[src/rtl/sync_rx_pkg.sv]
// Shared types for the sync-hunting receiver.
package sync_rx_pkg;
    typedef enum logic [1:0] {
        ST_HUNT  = 2'd0,
        ST_FIRST = 2'd1,
        ST_LOCK  = 2'd2
    } hunt_state_t;
endpackage

[src/rtl/rx_shift_win.sv]
// Serial-in window. The newest bit enters at the MSB and the oldest leaves at
// the LSB, so an LSB-first character lines up at its natural bit positions.
// Assumes shift is a single-cycle qualifier. clr takes priority over shift.
module rx_shift_win #(
    parameter int W = 8
) (
    input  logic         clk,
    input  logic         rst_n,
    input  logic         clr,
    input  logic         shift,
    input  logic         din,
    output logic [W-1:0] win_next
);
    logic [W-1:0] win_q;

    // Window contents including the bit currently offered.
    always_comb win_next = {din, win_q[W-1:1]};

    // Window register: clear on reset or hunt, advance on a qualified bit.
    always_ff @(posedge clk) begin
        if (!rst_n || clr)
            win_q <= '0;
        else if (shift)
            win_q <= win_next;
    end

    AST_WIN_HOLDS: assert property (@(posedge clk) disable iff (!rst_n)
        (!shift && !clr) |=> $stable(win_q));
endmodule

[src/rtl/rx_frame_fsm.sv]
// Framing control. It hunts for the sync byte, optionally confirms it with a
// second sync byte, then counts W-bit groups. Assumes win_next already
// includes the bit offered with shift. clr returns the FSM to hunting.
module rx_frame_fsm
    import sync_rx_pkg::*;
#(
    parameter int W = 8
) (
    input  logic         clk,
    input  logic         rst_n,
    input  logic         clr,
    input  logic         shift,
    input  logic         dual,
    input  logic [W-1:0] win_next,
    input  logic [W-1:0] pat,
    output logic         locked,
    output logic         grp_done
);
    localparam int CW = (W > 1) ? $clog2(W) : 1;
    localparam logic [CW-1:0] LAST = CW'(W - 1);

    hunt_state_t   st_q;
    logic [CW-1:0] cnt_q;
    logic          hit;

    // Parallel compare of the sliding window against the sync byte.
    always_comb hit = (win_next == pat);

    // A group is complete on the last bit of a group while locked.
    always_comb grp_done = shift && !clr && (st_q == ST_LOCK) && (cnt_q == LAST);

    always_comb locked = (st_q == ST_LOCK);

    // State and bit counter update, one step per qualified bit.
    always_ff @(posedge clk) begin
        if (!rst_n || clr) begin
            st_q  <= ST_HUNT;
            cnt_q <= '0;
        end else if (shift) begin
            unique case (st_q)
                ST_HUNT: begin
                    if (hit) begin
                        st_q  <= dual ? ST_FIRST : ST_LOCK;
                        cnt_q <= '0;
                    end
                end
                ST_FIRST: begin
                    if (cnt_q == LAST) begin
                        st_q  <= hit ? ST_LOCK : ST_HUNT;
                        cnt_q <= '0;
                    end else begin
                        cnt_q <= cnt_q + 1'b1;
                    end
                end
                ST_LOCK: begin
                    cnt_q <= (cnt_q == LAST) ? '0 : cnt_q + 1'b1;
                end
                default: begin
                    st_q  <= ST_HUNT;
                    cnt_q <= '0;
                end
            endcase
        end
    end

    AST_LOCK_ON_BIT: assert property (@(posedge clk) disable iff (!rst_n)
        $rose(locked) |-> $past(shift));
    AST_CONFIRM_NEEDS_FIRST: assert property (@(posedge clk) disable iff (!rst_n)
        ($rose(locked) && $past(dual)) |-> $past(st_q == ST_FIRST));
endmodule

[src/rtl/rx_char_hold.sv]
// Character holding register with valid pulse and overrun detection.
// Assumes load is a single-cycle pulse per completed character. A character
// stays pending until rd_ack is seen. clr wipes pending and overrun.
module rx_char_hold #(
    parameter int W = 8
) (
    input  logic         clk,
    input  logic         rst_n,
    input  logic         clr,
    input  logic         load,
    input  logic [W-1:0] din,
    input  logic         rd_ack,
    output logic [W-1:0] data,
    output logic         valid,
    output logic         overrun
);
    logic pending_q;

    // Data register: capture each completed character.
    always_ff @(posedge clk) begin
        if (!rst_n)
            data <= '0;
        else if (load && !clr)
            data <= din;
    end

    // Valid pulse, pending flag and sticky overrun.
    always_ff @(posedge clk) begin
        if (!rst_n || clr) begin
            valid     <= 1'b0;
            pending_q <= 1'b0;
            overrun   <= 1'b0;
        end else if (load) begin
            valid     <= 1'b1;
            pending_q <= 1'b1;
            if (pending_q && !rd_ack)
                overrun <= 1'b1;
        end else begin
            valid <= 1'b0;
            if (rd_ack)
                pending_q <= 1'b0;
        end
    end

    AST_VALID_ONE_CYCLE: assert property (@(posedge clk) disable iff (!rst_n)
        valid |=> !valid);
    AST_OVR_STICKY: assert property (@(posedge clk) disable iff (!rst_n)
        (overrun && !clr) |=> overrun);
endmodule

[src/rtl/sync_hunt_rx.sv]
// Top of the sync-hunting serial receiver. It wires the bit window, the
// framing FSM and the character holding register together. Assumes bit_en
// is a single-cycle pulse already in the clk domain and synchronous to rx_bit.
module sync_hunt_rx #(
    parameter int W = 8
) (
    input  logic         clk,
    input  logic         rst_n,
    input  logic         hunt_req,
    input  logic         dual_sync,
    input  logic [W-1:0] sync_pat,
    input  logic         bit_en,
    input  logic         rx_bit,
    input  logic         rd_ack,
    output logic [W-1:0] rx_char,
    output logic         char_valid,
    output logic         locked,
    output logic         overrun
);
    logic [W-1:0] win_next;
    logic         grp_done;

    rx_shift_win #(.W(W)) u_win (
        .clk      (clk),
        .rst_n    (rst_n),
        .clr      (hunt_req),
        .shift    (bit_en),
        .din      (rx_bit),
        .win_next (win_next)
    );

    rx_frame_fsm #(.W(W)) u_fsm (
        .clk      (clk),
        .rst_n    (rst_n),
        .clr      (hunt_req),
        .shift    (bit_en),
        .dual     (dual_sync),
        .win_next (win_next),
        .pat      (sync_pat),
        .locked   (locked),
        .grp_done (grp_done)
    );

    rx_char_hold #(.W(W)) u_hold (
        .clk     (clk),
        .rst_n   (rst_n),
        .clr     (hunt_req),
        .load    (grp_done),
        .din     (win_next),
        .rd_ack  (rd_ack),
        .data    (rx_char),
        .valid   (char_valid),
        .overrun (overrun)
    );

    AST_VALID_WHEN_LOCKED: assert property (@(posedge clk) disable iff (!rst_n)
        char_valid |-> locked);
    AST_VALID_AFTER_BIT: assert property (@(posedge clk) disable iff (!rst_n)
        char_valid |-> $past(bit_en && !hunt_req));
    AST_HUNT_CLEARS: assert property (@(posedge clk) disable iff (!rst_n)
        hunt_req |=> (!locked && !overrun && !char_valid));
endmodule

[config.mk]
export PLATFORM = sky130hd
export DESIGN_NAME = sync_hunt_rx
export DESIGN_NICKNAME = d
export VERILOG_FILES = /design/src/rtl/sync_rx_pkg.sv /design/src/rtl/rx_shift_win.sv /design/src/rtl/rx_frame_fsm.sv /design/src/rtl/rx_char_hold.sv /design/src/rtl/sync_hunt_rx.sv
export SDC_FILE = /design/constraint.sdc
export NUM_CORES = 1
export LEC_CHECK = 0
export BUFFER_PORTS_ARGS = -buffer_cell sky130_fd_sc_hd__buf_2
export CORE_UTILIZATION = 55
export CTS_CLUSTER_SIZE = 8
export DETAILED_ROUTE_END_ITERATION = 16
export GPL_TIMING_DRIVEN = 0
export PLACE_DENSITY = 0.86
export SETUP_SLACK_MARGIN = 0.02
export SLEW_MARGIN = 5
export SYNTH_ARGS = -nofsm -noshare
export SYNTH_HDL_FRONTEND = slang
export SYNTH_SLANG_ARGS = --single-unit
[constraint.sdc]
create_clock -name clk -period 4.2 [get_ports clk]
set_input_delay 0 -clock clk [delete_from_list [all_inputs] [get_ports clk]]
set_output_delay 0 -clock clk [all_outputs]
set_load 0.03 [all_outputs]
After elaboration in Yosys (flattened, before gate mapping)
Cells that the tools add are included.

Word-level logic and storage cells: 41. Output and inout bits: 11. Bits of input ports: 15. Register bits after elaboration: 24.

Equality and inequality tests: 6. Reduce and logical (&&, ||, !) cells: 15. $add $sub $neg: 1. Multiplexer cells: 11. Bitwise gates (word level): 1.

Operators by type and width (number): $eq A8 B8 Y1 (1); $mux W2 (4); $mux W3 (2); $pmux W2 S3 (1); $pmux W3 S2 (1); $logic_and A1 B1 Y1 (5); $ne A2 B1 Y1 const B (2); $reduce_and A2 Y1 (2); $reduce_and A4 Y1 (1); $add A3 B1 Y3 const B (1); $eq A3 B3 Y1 const B (1); $logic_not A1 Y1 (3); $mux W1 (3); $eq A2 B1 Y1 const B (1); $eq A2 B2 Y1 const B (1); $logic_not A2 Y1 (1); $reduce_bool A2 Y1 (1); $reduce_or A2 Y1 (1); $logic_or A1 B1 Y1 (1); $not A1 Y1 (1).

Logic depth before layout (Yosys ltp)
Gate-level depths: netlist of the first run.

Depth after elaboration: 5. Depth in mapped cells: 6. Mapped depth without buffers: 6.

Cells and area by module
A second synthesis of the first run with hierarchy kept.

Cell total of the unflattened synthesis: 118. Area total of the unflattened synthesis: 1083.5 um^2.

Modules (own cells, without submodules): rx_frame_fsm (sequential area each 100.1 um^2, instances 1, area an instance 420.4 um^2, cells an instance 48); rx_char_hold (sequential area each 220.2 um^2, instances 1, area an instance 401.6 um^2, cells an instance 46); rx_shift_win (sequential area each 140.1 um^2, instances 1, area an instance 261.5 um^2, cells an instance 24).

Least setup slack after synthesis of the first run
OpenSTA, ideal clock, no wires.

Kind: register to register. Start: register u_fsm.st_q[0]. End: register u_hold.overrun. Period minus slack after synthesis: 1.609 ns. Library setup time: 0.075 ns. Data arrival time: 1.534 ns. Path slack: 2.591 ns. Data required time: 4.125 ns. Buffers on the path: 0. Stages on the path, launching flop included: 6. Path through: dfxtp_1 -> inv_1 -> ha_1 -> nor4b_2 -> nand2_1 -> o22ai_1.

Longest elaborated chain between the ends: 4.

Ends and longest elaborated chain: from (decl) (RTL line rx_frame_fsm.sv:22) `hunt_state_t st_q;`; from (signal assigned) (RTL line rx_frame_fsm.sv:43) `st_q <= dual ? ST_FIRST : ST_LOCK;`; from (signal assigned) (RTL line rx_frame_fsm.sv:49) `st_q <= hit ? ST_LOCK : ST_HUNT;`; $eq A2 B2 Y1; named net locked (RTL line sync_hunt_rx.sv:17) `output logic locked,`; $logic_and A1 B1 Y1 (2 in series) (RTL line rx_frame_fsm.sv:30) `always_comb grp_done = shift && !clr && (st_q == ST_LOCK) && (cnt_q == LAST);`; $reduce_and A2 Y1 (no source line); to (signal assigned) (RTL line rx_char_hold.sv:32) `overrun <= 1'b0;`; to (signal assigned) (RTL line rx_char_hold.sv:37) `overrun <= 1'b1;`; to (decl) (RTL line rx_char_hold.sv:15) `output logic overrun`.

The timed path passes the listed nets, and every way through them passes these cells. A chain may end at the register's enable or synchronous reset.

Worst setup path after layout of the first run
Start: register u_fsm.cnt_q[0]. End: register u_hold.data[5].

Longest elaborated chain between the ends: 3.

Ends and longest elaborated chain: from (decl) (RTL line rx_frame_fsm.sv:23) `logic [CW-1:0] cnt_q;`; from (signal assigned) (RTL line rx_frame_fsm.sv:52) `cnt_q <= cnt_q + 1'b1;`; from (signal assigned) (RTL line rx_frame_fsm.sv:56) `cnt_q <= (cnt_q == LAST) ? '0 : cnt_q + 1'b1;`; $eq A3 B3 Y1 (RTL line rx_frame_fsm.sv:30); $logic_and A1 B1 Y1 (RTL line rx_frame_fsm.sv:30); $logic_and A1 B1 Y1 (RTL line rx_char_hold.sv:23) `else if (load && !clr)`; to (signal assigned) (RTL line rx_char_hold.sv:24) `data <= din;`; to (decl) (RTL line rx_char_hold.sv:13) `output logic [W-1:0] data,`.

No other way between the ends.

==> flow_summary_export.csv, run 1 <==
group,metric,value,unit
detailed_routing,drc_errors,0,
setup_path,crit_type,"flop to flop",
finish,area_growth,18.9,%
yosys,synth.distinct_cells,21,
yosys,synthesis.area,1050,um2
die,die_h,45.7,um
yosys,syn_avg_cell_area,9.23,um2
yosys,ys_seq_area_frac,0.438,
yosys,ys_warn_count,0,
global_route,antenna_found_initial,0,
detailed_routing,dr.pass1.iters,4,
placement,gp_congestion,0.875,
global_route,grt.total_usage,0.244,
finish,drive_above_1_share,0.222,
power_and_ir_drop,swShare,0.231,
yosys,synth_cells,114,
die,rows,15,
placement,dp_slack,2.26,ns
flow_run,max_cap_viol_count,0,
setup_path,endpoint_kind,"flop",
timing,hold_violations,0,
power_and_ir_drop,cellPowerDensity,277,nW/um2
global_route,overflow,0,
power_and_ir_drop,peakVddDrop,0.234,mV
outcome,outcome,"finished, final reports clean",
timing,maxSlewViolCount,0,
setup_path,required,4.44,ns
finish,nets,165,
finish,layout_common_cells,"24 x buf_2, 23 x dfxtp_1, 20 x nand2_1",
yosys,synth.net_count,134,
clock_network,path_clk_slew,0.13,ns
setup_path,crit_chain,"ha_1, ha_1, inv_1, nor4b_2, nand2_1, a21boi_0",
global_route,grt_pass1_vias,835,
timing,finalClockSkew,0.00372,ns
timing,fin_setup_tns,0,ns
timing,relSlewSlack,0.432,
clock_network,cts_buffers,3,
detailed_routing,drt_wl_total,2110,um
placement,portBuffers,24,
clock_network,clk_latency,0.31,ns
power_and_ir_drop,p_clk_frac,0.292,
clock_network,cts_tree,"done",
die,io_pins,26,
finish,final_common_cell,"buf_2",
yosys,asyncSetResetFlopFracSynth,0,
die,die_x,45.7,um
die,core_area,1760,um2
setup_path,crit_top_cell,"ha_1",
timing,fin_ws,2.27,ns
timing,rsz0062_at_grt,"no",
setup_path,critical_path.max_stage_delay,0.75,ns
yosys,synth_flop_cell,"dfxtp_1",
clock_network,clk_path_buf_depth,2,
placement,place_hpwl,1600,um
timing,worst_slew_pin_slew,0.850,ns
timing,fin_crit,1.93,ns
power_and_ir_drop,p_seq_frac,0.632,
clock_network,htree_levels,1,
setup_path,slowest_stage,"nor4b_2",
timing,finalCritPeriodShare,0.459,
min_path,holdCritPathClass,"input port to flop",
finish,antenna_cells,0,
setup_path,path_max_fanout,9,
setup_path,crit_arrival,2.17,ns
detailed_routing,antenna_left,0,
clock_network,root_buffer,"clkbuf_4",
global_route,grt_max_degree,14,
finish,utilization,0.709,
setup_path,startpoint_type,"flop",
die,die_area,2090,um2
detailed_routing,avgRoutedWirePerCell,12.5,um
power_and_ir_drop,pwr-share-comb,0.076,
power_and_ir_drop,p_leak,0.536,nW
yosys,ys_ff_latch,23,
die,initial_utilization,0.596,
power_and_ir_drop,p_int,0.267,mW
detailed_routing,vias,886,
timing,max_freq,519,MHz
power_and_ir_drop,p_sw,0.0802,mW
detailed_routing,drt_iter0_markers,12,
clock_network,clock_sinks,23,
yosys,synth_edf_count,0,
clock_network,ctsResizeCount,0,
global_route,grt_pass1_wl,3580,um
detailed_routing,viasPerCell,5.24,
timing,setup_violations,0,
cell type report:
class                           instances  area (um2)
Multi-Input combinational cell         82         558
Clock inverter                          1        5.00
Inverter                                6        22.5
Buffer                                  3        11.3
Fill cell                             163         513
Sequential cell                        23         460
Timing Repair Buffer                   26         140
Tap cell                               25        31.3
Clock buffer                            3        22.5
registers in the layout, indices dropped and copies added, names as in the netlist:
| register | count |
|---|---|
| u_hold.data | 8 |
| u_win.win_q | 7 |
| u_fsm.cnt_q | 3 |
| u_fsm.st_q | 2 |
| u_hold.overrun | 1 |
| u_hold.pending_q | 1 |
| u_hold.valid | 1 |
cell usage after synthesis, types with 2 or more instances:
cell type  number  area, um2
or4_1           2       15.0
xor2_1          8       70.1
mux2i_1         7       70.1
clkbuf_1        3       11.3
dfxtp_1        23        460
nor2_1          7       26.3
inv_1           6       22.5
nand2b_1        2       12.5
o21ai_0         5       25.0
a21boi_0        8       60.1
nand4b_1        3       26.3
ha_1            5       62.6
nor4_2          2       25.0
a21oi_1         7       35.0
nand2_1        20       75.1
what timing repair did:
action                    in CTS  in global routing
hold buffers                   2                  0
hold endpoints to repair       4                  0
buffers inserted               0                  0
metal layers:
layer,part of all wire,global-route usage,routed length [um]
met2,0.47,0.403,990
met3,0.048,0.0476,101
met1,0.46,0.301,975
met5,0,0,0
met4,0.023,0.124,48
power by group through the flow:
stage	registers, mW	logic, mW	clock network, mW
finish	0.219	0.0264	0.101
global route	0.219	0.0286	0.113
CTS	0.219	0.0262	0.105
detailed placement	0.224	0.0247	0
global placement	0.224	0.0240	0
floorplan	0.224	0.0142	0
critical path, delay by kind of cell, from the launching register on:
family | cells | cell delay, ns
AO/OA/AOI/OAI | 1 | 0.18
adder cells (fa/ha/maj) | 2 | 0.36
buffers and inverters | 1 | 0.09
flip-flops | 1 | 0.37
AND/OR/NAND/NOR | 2 | 0.86
through the flow:
stage	instances	cell area (um2)	hold slack (ns)	total power, mW
2_1_floorplan	114	1050	0.145	0.238
3_3_place_gp	163	1200	0.295	0.248
3_5_place_dp	163	1200	0.304	0.249
4_1_cts	169	1250	0.0589	0.350
5_1_grt	169	1250	0.0852	0.361
6_report	169	1250	0.0630	0.347
worst paths after layout:
| kind | to | cells after the start | slack [ns] | start |
|---|---|---|---|---|
| max | u_hold.data[5] | 6 | 2.27 | u_fsm.cnt_q[0] |
| min reg2reg | u_hold.data[2] | 2 | 0.47 | u_hold.data[2] |
| max reg2reg | u_hold.data[5] | 6 | 2.27 | u_fsm.cnt_q[0] |
| min | u_hold.valid | 4 | 0.06 | hunt_req |
logic make-up after synthesis:
family | count (synthesis) | synth area share
AO/OA/AOI/OAI | 23 | 0.139
XOR/XNOR | 8 | 0.0666
adder cells (fa/ha/maj) | 5 | 0.0595
buffers and inverters | 9 | 0.0321
flip-flops | 23 | 0.438
multiplexers | 7 | 0.0666
AND/OR/NAND/NOR | 39 | 0.199
(Power assumes the default switching activity.)
==> inputs of run 2 (changes only) <==
Settings changed: ABC_AREA set to 1, CORE_UTILIZATION 55 to 51, PLACE_DENSITY 0.86 to 0.81.
Clock period 4.2 ns to 2 ns, I/O delays scaled along.
==> run 2 against run 1 <==
Compared with the run above:
- first-iteration DRC count rose by 75%
- cell count grew 22%
- die area rose by 10%
- largest cell class unchanged
- largest power group unchanged
- clock skew grew 0.0040 ns
==> flow_summary_export.csv, run 2 <==
group,metric,value,unit
global_route,grt_pass1_wl,3470,um
yosys,synth_top_area_cell,"dfxtp_1",
die,rows,16,
power_and_ir_drop,p_sw,0.191,mW
timing,setup_violations,0,
timing,fin_ws,0.476,ns
detailed_routing,antenna_left,0,
placement,portBuffers,25,
clock_network,clk_path_buf_depth,2,
timing,finalCritPeriodShare,0.762,
setup_path,r2r_setup_slack,0.48,ns
finish,layout_common_cells,"32 x nand2_1, 26 x buf_2, 23 x dfxtp_1",
timing,relSlewSlack,0.733,
finish,largestRegisters,"u_hold.data (8), u_win.win_q (7), u_fsm.cnt_q (3)",
yosys,synth_top_area_share,0.426,
outcome,outcome,"finished, final reports clean",
setup_path,startpoint_type,"flop",
global_route,grt_busiest_layer,"met2",
clock_network,clock_sinks,23,
finish,n_fill_cell,167,
yosys,synth.distinct_cells,24,
setup_path,crit_arrival,1.75,ns
global_route,use_met3,0.0226,
finish,area_growth,19.9,%
setup_path,path_max_fanout,10,
global_route,met2_usage,0.419,
clock_network,path_clk_slew,0.13,ns
yosys,asyncSetResetFlopFracSynth,0,
timing,hold_violations,0,
detailed_routing,drt_iter0_markers,21,
timing,rsz0062_at_grt,"no",
yosys,synth.net_count,167,
yosys,syn_avg_cell_area,7.35,um2
finish,regMostFlops,"u_hold.data",
detailed_routing,avgRoutedWirePerCell,11.3,um
yosys,post-synth-top-count-cell,"nand2_1",
setup_path,required,2.22,ns
placement,dp_slack,0.513,ns
global_route,antenna_found_initial,0,
power_and_ir_drop,pwr-share-comb,0.092,
setup_path,endpoint_kind,"flop",
yosys,synthesis.area,1080,um2
detailed_routing,vias,1037,
placement,placed_area,1240,um2
flow_run,max_cap_viol_count,0,
yosys,yosys-top-cells-area,"dfxtp_1 43%, nand2_1 11%, a21oi_1 6.5%, o21ai_0 6.0%, nor2_1 5.9%",
detailed_routing,viasPerCell,5.03,
yosys,ys_seq_area_frac,0.426,
power_and_ir_drop,p_seq_frac,0.613,
finish,design_area,1300,um2
power_and_ir_drop,p_leak,0.651,nW
global_route,grt_max_degree,13,
timing,fin_crit,1.52,ns
setup_path,crit_type,"flop to flop",
clock_network,cts_tree,"done",
clock_network,clk_latency,0.32,ns
timing,maxSlewViolCount,0,
detailed_routing,dr.pass1.iters,4,
yosys,synth_flop_cell,"dfxtp_1",
min_path,hold_end,"u_fsm.st_q[1]",
timing,max_freq,656,MHz
global_route,grt_pass1_vias,906,
finish,drive_above_1_share,0.246,
global_route,use_met1,0.236,
finish,largest_reg_flops,8,
yosys,ys_warn_count,0,
power_and_ir_drop,cellPowerDensity,588,nW/um2
timing,finalClockSkew,0.00768,ns
finish,utilization,0.654,
setup_path,r2r_cells,7,
detailed_routing,drc_errors,0,
timing,worst_slew_pin_slew,0.400,ns
clock_network,cts_setup_buffers,0,
global_route,grt.total_usage,0.221,
finish,nets,200,
detailed_routing,drt_wl_total,2340,um
yosys,synth_common_cells,"32 x nand2_1, 23 x dfxtp_1, 17 x nor2_1, 16 x inv_1, 14 x a21oi_1",
die,core_area,1980,um2
placement,place_hpwl,1740,um
power_and_ir_drop,swShare,0.250,
global_route,overflow,0,
clock_network,htree_levels,1,
finish,antenna_cells,0,
die,die_area,2310,um2
setup_path,r2r_end,"u_hold.overrun",
clock_network,root_buffer,"clkbuf_4",
placement,gp_congestion,0.776,
finish,seqCellArea,460,um2
die,io_pins,26,
yosys,ys_ff_latch,23,
power_and_ir_drop,peakVddDrop,0.368,mV
yosys,synth_edf_count,0,
clock_network,cts_buffers,3,
timing,fin_setup_tns,0,ns
die,die_x,48.0,um
finish,multi_input_area,517,um2
finish,final_common_cell,"nand2_1",
power_and_ir_drop,p_int,0.571,mW
min_path,whs_path_depth,4,
yosys,synth_cells,147,
min_path,holdCritPathClass,"input port to flop",
min_path,hold_start,"dual_sync",
power_and_ir_drop,p_clk_frac,0.295,
die,die_h,48.0,um
die,initial_utilization,0.545,
setup_path,worstReg2RegStart,"u_fsm.cnt_q[0]",
[run 2: layout make-up]
type	count	area share
multi-input combinational	99	0.399
timing repair buffer	28	0.120
tap	27	0.0261
inverter	22	0.0647
buffer	3	0.0154
sequential	23	0.355
clock buffer	4	0.0203
[run 2: per-layer routing]
layer / vias to the layer above / routed length, um
met3: 7 / 77
met1: 479 / 976
li1: 526 / -
met5: - / 0
met4: 0 / 48
met2: 25 / 1240
[run 2: critical path, stage by stage (launching register included)]
cell and delay [ns]:
dfxtp_1 0.35, ha_1 0.20, ha_1 0.23, nand4_2 0.19
clkinv_2 0.12, buf_6 0.16, a31oi_1 0.13, nor2_1 0.05
[run 2: worst max-delay path by stage]
stage                              start             end  slack, ns  cells after the start
final                     u_fsm.cnt_q[0]  u_hold.overrun       0.48                      7
after floorplan            u_fsm.st_q[0]  u_hold.data[5]       0.61                      7
after CTS                 u_fsm.cnt_q[0]  u_hold.overrun       0.47                      7
after detailed placement  u_fsm.cnt_q[0]  u_hold.overrun       0.51                      7
after global placement    u_fsm.cnt_q[0]  u_hold.overrun       0.53                      7
after global routing      u_fsm.cnt_q[0]  u_hold.overrun       0.38                      7
[run 2: power groups by stage]
stage | logic, mW | registers, mW | clock network, mW
after floorplan | 0.0378 | 0.476 | 0
after global placement | 0.0618 | 0.477 | 0
after detailed placement | 0.0650 | 0.477 | 0
after CTS | 0.0701 | 0.466 | 0.220
after global routing | 0.0796 | 0.468 | 0.238
final | 0.0704 | 0.467 | 0.225
[run 2: cell families after synthesis]
family | synth area share
adder cells (fa/ha/maj) | 0.0579
AO/OA/AOI/OAI | 0.146
AND/OR/NAND/NOR | 0.250
buffers and inverters | 0.0961
flip-flops | 0.426
XOR/XNOR | 0.0243
[run 2: through the flow]
stage	instances	total power, mW	hold slack, ns
after floorplan	147	0.513	0.135
after global placement	199	0.538	0.267
after detailed placement	199	0.542	0.285
after CTS	206	0.756	0.00622
after global routing	206	0.785	0.0343
final	206	0.762	0.00486
[run 2: timing repair]
item | in CTS | in global routing
endpoints found under the hold margin | 5 | 0
gates resized for setup | 0 | 0
setup endpoints to repair | 0 | 0
hold buffers | 3 | 0
